===== src/rtl/wf_pkg.sv =====
package wf_pkg;
  // Strobes from control to the diagonal array.
  typedef struct packed {
    logic gate;     // enable the diagonal window this cycle
    logic advance;  // move priority diagonal at the next edge
  } wfStrobe_t;
endpackage


===== src/rtl/wf_ctrl.sv =====
module wf_ctrl
  import wf_pkg::*;
#(
  parameter int N  = 4,
  parameter int PW = (N > 1) ? $clog2(N) : 1
) (
  input  logic          clk,
  input  logic          rstN,
  input  logic          reqValid,
  output wfStrobe_t     strobe,
  output logic [PW-1:0] prioDiag
);
  localparam logic [PW-1:0] LastDiag = PW'(N - 1);

  always_comb begin
    strobe.gate    = reqValid;
    strobe.advance = reqValid;
  end

  always_ff @(posedge clk) begin
    if (!rstN) begin
      prioDiag <= '0;
    end else if (strobe.advance) begin
      if (prioDiag == LastDiag) prioDiag <= '0;
      else                      prioDiag <= prioDiag + 1'b1;
    end
  end
endmodule


===== src/rtl/wf_window.sv =====
module wf_window
  import wf_pkg::*;
#(
  parameter int N  = 4,
  parameter int PW = (N > 1) ? $clog2(N) : 1,
  parameter int S  = 2 * N - 1
) (
  input  wfStrobe_t     strobe,
  input  logic [PW-1:0] prioDiag,
  output logic [S-1:0]  stageOn
);
  // Stage k is on when prioDiag <= k < prioDiag + N.
  for (genvar k = 0; k < S; k++) begin : g_win
    logic [PW:0] lo;
    assign lo = {1'b0, prioDiag};
    assign stageOn[k] = strobe.gate && ((PW+1)'(k) >= lo) && ((PW+1)'(k) < lo + (PW+1)'(N));
  end
endmodule


===== src/rtl/wf_array.sv =====
module wf_array #(
  parameter int N = 4,
  parameter int S = 2 * N - 1,
  parameter int M = N * N
) (
  input  logic [S-1:0] stageOn,
  input  logic [M-1:0] reqMatrix,
  output logic [M-1:0] gntMatrix
);
  // Unrolled chain: stage k serves diagonal k mod N.
  for (genvar k = 0; k < S; k++) begin : stg
    localparam int D = k % N;
    logic [N-1:0] rowIn, colIn, rowOut, colOut, hit, colHit;
    if (k == 0) begin : g_first
      assign rowIn = '1;
      assign colIn = '1;
    end else begin : g_next
      assign rowIn = stg[k-1].rowOut;
      assign colIn = stg[k-1].colOut;
    end
    for (genvar r = 0; r < N; r++) begin : g_cell
      localparam int C = (r + D) % N;
      assign hit[r]    = stageOn[k] & reqMatrix[r*N + C] & rowIn[r] & colIn[C];
      assign colHit[C] = hit[r];
    end
    assign rowOut = rowIn & ~hit;
    assign colOut = colIn & ~colHit;
  end

  // Fold the two copies of each diagonal back onto the matrix.
  for (genvar r = 0; r < N; r++) begin : g_row
    for (genvar c = 0; c < N; c++) begin : g_col
      localparam int D = (c - r + N) % N;
      if (D + N < S) begin : g_two
        assign gntMatrix[r*N + c] = stg[D].hit[r] | stg[D+N].hit[r];
      end else begin : g_one
        assign gntMatrix[r*N + c] = stg[D].hit[r];
      end
    end
  end
endmodule


===== src/rtl/wf_alloc.sv =====
module wf_alloc
  import wf_pkg::*;
#(
  parameter int N = 4
) (
  input  logic         clk,
  input  logic         rstN,
  input  logic         reqValid,
  input  logic [N*N-1:0] reqMatrix,
  output logic [N*N-1:0] gntMatrix
);
  localparam int PW = (N > 1) ? $clog2(N) : 1;
  localparam int S  = 2 * N - 1;

  wfStrobe_t     strobe;
  logic [PW-1:0] prioDiag;
  logic [S-1:0]  stageOn;

  wf_ctrl #(.N(N), .PW(PW)) uCtrl (
    .clk(clk), .rstN(rstN), .reqValid(reqValid),
    .strobe(strobe), .prioDiag(prioDiag)
  );

  wf_window #(.N(N), .PW(PW), .S(S)) uWin (
    .strobe(strobe), .prioDiag(prioDiag), .stageOn(stageOn)
  );

  wf_array #(.N(N), .S(S), .M(N*N)) uArr (
    .stageOn(stageOn), .reqMatrix(reqMatrix), .gntMatrix(gntMatrix)
  );
endmodule


===== config.mk =====
export PLATFORM = sky130hd
export DESIGN_NAME = wf_alloc
export DESIGN_NICKNAME = d
export VERILOG_FILES = /design/src/rtl/wf_pkg.sv /design/src/rtl/wf_ctrl.sv /design/src/rtl/wf_window.sv /design/src/rtl/wf_array.sv /design/src/rtl/wf_alloc.sv
export SDC_FILE = /design/constraint.sdc
export NUM_CORES = 1
export LEC_CHECK = 0
export ABC_AREA = 1
export BUFFER_PORTS_ARGS = -buffer_cell sky130_fd_sc_hd__buf_2
export CAP_MARGIN = 20
export CORE_MARGIN = 10
export CORE_UTILIZATION = 35
export CTS_BUF_LIST = sky130_fd_sc_hd__clkbuf_4
export DETAILED_ROUTE_END_ITERATION = 10
export GPL_ROUTABILITY_DRIVEN = 0
export PLACE_DENSITY = 0.66
export SLEW_MARGIN = 20
export SYNTH_ARGS = -nofsm -noshare
export SYNTH_HDL_FRONTEND = slang
export SYNTH_SLANG_ARGS = --single-unit

===== constraint.sdc =====
create_clock -name clk -period 4.1 [get_ports clk]
set_input_delay 0.82 -clock clk [delete_from_list [all_inputs] [get_ports clk]]
set_output_delay 0.82 -clock clk [all_outputs]
set_load 0.05 [all_outputs]

# After elaboration in Yosys (flattened, before gate mapping)
# Cells that the tools add are included.
# word_totals
input_bits,19
ff_bits,2
# op_classes
mux,1
order_cmp,14
n_addsub,2
n_eq_ne,1
bitwise_logic,108
reduce_logical,14
# ops
operator,n
$and A1 B1 Y1,76
$and A4 B4 Y4,10
$not A4 Y4,10
$logic_and A1 B1 Y1,14
$or A1 B1 Y1,12
$ge A3 B2 Y1 const A,3
$lt A3 B3 Y1 const A,3
$lt A1 B3 Y1 const A,2
$lt A2 B3 Y1 const A,2
$ge A1 B2 Y1 const A,2
$ge A2 B2 Y1 const A,2
$add A2 B3 Y3 const B,1
$add A2 B1 Y2 const B,1
$eq A2 B2 Y1 const B,1
$mux W2,1

# Depth between registers and ports, before layout
# depth
ltp_word,28
mapped_depth,15
mapped_depth_nobuf,15

# Modules after synthesis
# Synthesis repeated with hierarchy kept, for this count alone.
# unflattened
cells_unflattened,190
area_unflattened_um2,949.7
# modules_own_cells
module,area_each_um2,n_inst,seq_area_each_um2,cells_each
wf_array,785.8,1,0.0,162
wf_ctrl,111.4,1,40.0,15
wf_window,52.6,1,0.0,13

# Worst setup path before layout
# No wires, ideal clock.
# synth_path
path_kind,input -> output
start,input reqValid
end,output gntMatrix[0]
n_path_buf,1
required_ps,3280
cell_stages,10
slack_ps,415
t_arrival_ps,2865
path_cell_list,buf_4 > inv_2 > or2_4 > nor2_4 > inv_2 > nor2_2 > nor2_2 > nand3_1 > nand3_1 > o21ai_0
# synth_between
elab_chain_cells,19
word_cells_on_any_way,58
classes_between,48 x bitwise; 10 x reduce/logical
# synth_lines
element,line,source
start: declaration,wf_alloc.sv:8,"input logic reqValid,"
$logic_and A1 B1 Y1 (2 in series),wf_window.sv:16,assign stageOn[k] = strobe.gate && ((PW+1)'(k) >= lo) && ((PW+1)'(k) < lo + (PW+1)'(N));
$and A1 B1 Y1,wf_array.sv:23,assign hit[r] = stageOn[k] & reqMatrix[r*N + C] & rowIn[r] & colIn[C];
$not A4 Y4,"wf_array.sv:26, wf_array.sv:27",
$and A1 B1 Y1 (2 in series),wf_array.sv:23,
$not A4 Y4,wf_array.sv:26,assign rowOut = rowIn & ~hit;
$and A4 B4 Y4,wf_array.sv:26,
$and A1 B1 Y1 (2 in series),wf_array.sv:23,
$not A4 Y4,wf_array.sv:26,
$and A4 B4 Y4,wf_array.sv:26,
$and A1 B1 Y1 (2 in series),wf_array.sv:23,
$not A4 Y4,wf_array.sv:26,
$and A4 B4 Y4,wf_array.sv:26,
$and A1 B1 Y1 (2 in series),wf_array.sv:23,
$or A1 B1 Y1 (*),wf_array.sv:35,assign gntMatrix[r*N + c] = stg[D].hit[r] | stg[D+N].hit[r];
end: declaration,wf_alloc.sv:10,output logic [N*N-1:0] gntMatrix
# Mark *: on every way between the ends. The rest lies on a longest branch, timed or not.

# Worst setup path after layout
# layout_path
start,input reqValid
end,output gntMatrix[6]
# layout_between
elab_chain_cells,23
word_cells_on_any_way,75
classes_between,63 x bitwise; 12 x reduce/logical
# layout_lines
element,line
$logic_and A1 B1 Y1 (2 in series),wf_window.sv:16
$and A1 B1 Y1,wf_array.sv:23
$not A4 Y4,"wf_array.sv:26, wf_array.sv:27"
$and A1 B1 Y1 (2 in series),wf_array.sv:23
$not A4 Y4,wf_array.sv:26
$and A4 B4 Y4,wf_array.sv:26
$and A1 B1 Y1 (2 in series),wf_array.sv:23
$not A4 Y4,wf_array.sv:26
$and A4 B4 Y4,wf_array.sv:26
$and A1 B1 Y1 (2 in series),wf_array.sv:23
$not A4 Y4,wf_array.sv:26
$and A4 B4 Y4,wf_array.sv:26
$and A1 B1 Y1 (2 in series),wf_array.sv:23
$not A4 Y4,"wf_array.sv:26, wf_array.sv:27"
$and A4 B4 Y4,wf_array.sv:26
$and A1 B1 Y1 (2 in series),wf_array.sv:23
$or A1 B1 Y1 (*),wf_array.sv:35
# Marked as above.

==> flow_summary.yaml <==
route:
  drt_iter0_drc: 78
  wl_per_cell_um: 12.85
  drc: 0
  wirelength_mm: 3.355
  drtPass1Iterations: 4
  ant_nets: 0
  vias: 1278
  viasPerCell: 4.897
cts:
  cts-htree-levels: 1
  cts_hold_buf: 0
  root_buffer: "clkbuf_4"
  cts.sinks: 2
  cts_inserted_buffers: 3
  cts_tree: "done"
  clk_pin_slew_ps: 30
  clockBufferDepth: 2
  post-cts-setup-buffers: 0
  insertion_delay_ps: 220
  cts_resized: 0
timing:
  relSlewSlack: 0.7752
  final-max-slew-violation-count: 0
  fin_crit_sh: 0.8645
  fmax_mhz: 282.1
  fin_crit_ps: 3544
  fin_skew_ps: 0.8399
  fin_ws_ps: 555.6
  setup_viol: 0
  tightestPinTransition_ps: 337.2
  hold_violations: 0
  rsz0062_at_grt: "false"
  tns_ps: 0
setup_path:
  cp_data_arrival_time_ps: 2720
  cp_slowest_cell: "buf_2"
  cp-end-kind: "output pin"
  cpMostUsedCell: "nand2_1"
  startpoint_type: "input port"
  crit_buf_inv: 2
  worstPathRequired_ps: 3280
  reg2reg_from: "uCtrl.prioDiag[1]"
  crit_chain: "buf_2 -> nand2_1 -> nor2_1 -> nor2_2 -> a21oi_2 -> o21a_1 -> o21ai_2 -> nor2_2 -> nand2_1 -> nand2_1 -> buf_2"
  worstPathMaxFanout: 16
  crit_type: "in -> out"
  critPathLaunch: "reqValid"
  crit_family: "simple AND/OR/NAND/NOR gates"
  slowest_delay_ps: 300
cells_and_area:
  n_fill_cell: 319
  final_util: 0.4498
  layout_common_cells: "nand2_1 (44), inv_1 (39), buf_2 (34)"
  final_common_cell: "nand2_1"
  nets: 255
  area_growth_pct: 20.50
  largest_reg_flops: 2
  largestRegisters: "uCtrl.prioDiag: 2 flops"
  largest-register: "uCtrl.prioDiag"
  insertedDiodeCount: 0
  drive_gt1_frac: 0.3652
synthesis:
  yosysUniqueCellTypes: 22
  ys_ff_latch: 2
  syn_avg_cell_area_um2: 5.415
  synthTopCellsByArea: "nand2_1 (16%), inv_1 (14%), nand3_1 (11%)"
  yosysSeqAreaShare: 0.03791
  yosysTopAreaCellShare: 0.1564
  synth_largest_area_cell: "nand2_1"
  synth_area_mm2: 0.001056
  synth_cells: 195
  syn-num-nets: 218
  yosys_warnings: 0
floorplan:
  dieHeight_um: 74.93
  core_mm2: 0.002829
  ioPinCount: 35
  fp-row-count: 19
  fp.dieW_um: 74.93
  die_area_mm2: 0.005615
  initial_core_util: 0.3733
job:
  maxCapViolCount: 0
grt:
  grt_max_degree: 17
  grt_pass1_vias: 1201
  grt_usage: 0.1251
  gr-total-overflow: 0
  antenna_found_initial: 0
  grt_pass1_wl_mm: 5.589
pwr:
  ir_drop_v: 0.0001312
  power.density_mw_per_mm2: 213.3
  leakagePower_nw: 0.7643
min_path:
  hold_class: "reg -> reg"
  worstHoldStart: "uCtrl.prioDiag[1]"
status:
  status: "complete, no violations"
placement:
  dpl.hpwl_mm: 2.900
  place_ws_ps: 564.1
  io_buffers: 34
[metrics by stage]
step | total power, mW | instances | cell area [µm²] | hold WS [ps]
global placement | 0.2280 | 258 | 1250 | 562.6
floorplan | 0.1814 | 195 | 1056 | 514.2
global route | 0.2999 | 261 | 1272 | 598.3
detailed placement | 0.2280 | 258 | 1250 | 571.3
CTS | 0.2744 | 261 | 1272 | 575.2
finish | 0.2714 | 261 | 1272 | 566.0
[logic make-up (layout without fill, tap and decap cells)]
family	Yosys count	count (layout)	share of synthesized area
compound gates	28	28	0.1884
simple gates	114	114	0.5521
fa+ha+maj	4	4	0.04740
buf+inv	47	82	0.1742
flops	2	2	0.03792
[cell type report]
cell class,count,area [µm²],area share
Multi-Input combinational cell,146,832.0,0.6539
Timing Repair Buffer,34,170.2,0.1337
Inverter,45,168.9,0.1327
Sequential cell,2,40.04,0.03147
Tap cell,31,38.79,0.03048
Clock buffer,3,22.52,0.01770
[synthesized netlist by cell type (all sizes together)]
cell,instances
inv,45
nand2,48
o21ai,10
nand3,28
ha,4
or2,2
o21a,4
buf,2
nor2,36
o21bai,4
a21oi,9
o211a,1
dfxtp,2
[per-layer routing]
metal / routed length, µm / track usage
met1: 1579 / 0.1664
met2: 1424 / 0.1933
met3: 321 / 0.03022
met4: 29 / 0.03782
met5: 0 / 0
[worst register-to-register path, cell delays in order (launching register included)]
cell	delay, ps
dfxtp_1	380
inv_1	100
ha_1	270
o21ai_0	160
a21oi_1	60
[where the power goes]
part / switching, mW / internal (mW)
Sequential: 0.00196 / 0.0214
Clock: 0.0107 / 0.0322
Combinational: 0.146 / 0.0590
Total: 0.159 / 0.113
[final timing paths]
path,end,slack (ps),cells after the start
setup / recovery,gntMatrix[6],560,11
hold reg to reg,uCtrl.prioDiag[1],570,2
hold / removal,uCtrl.prioDiag[1],570,2
setup reg to reg,uCtrl.prioDiag[1],3020,4
Power figures use the tool's default switching activity.
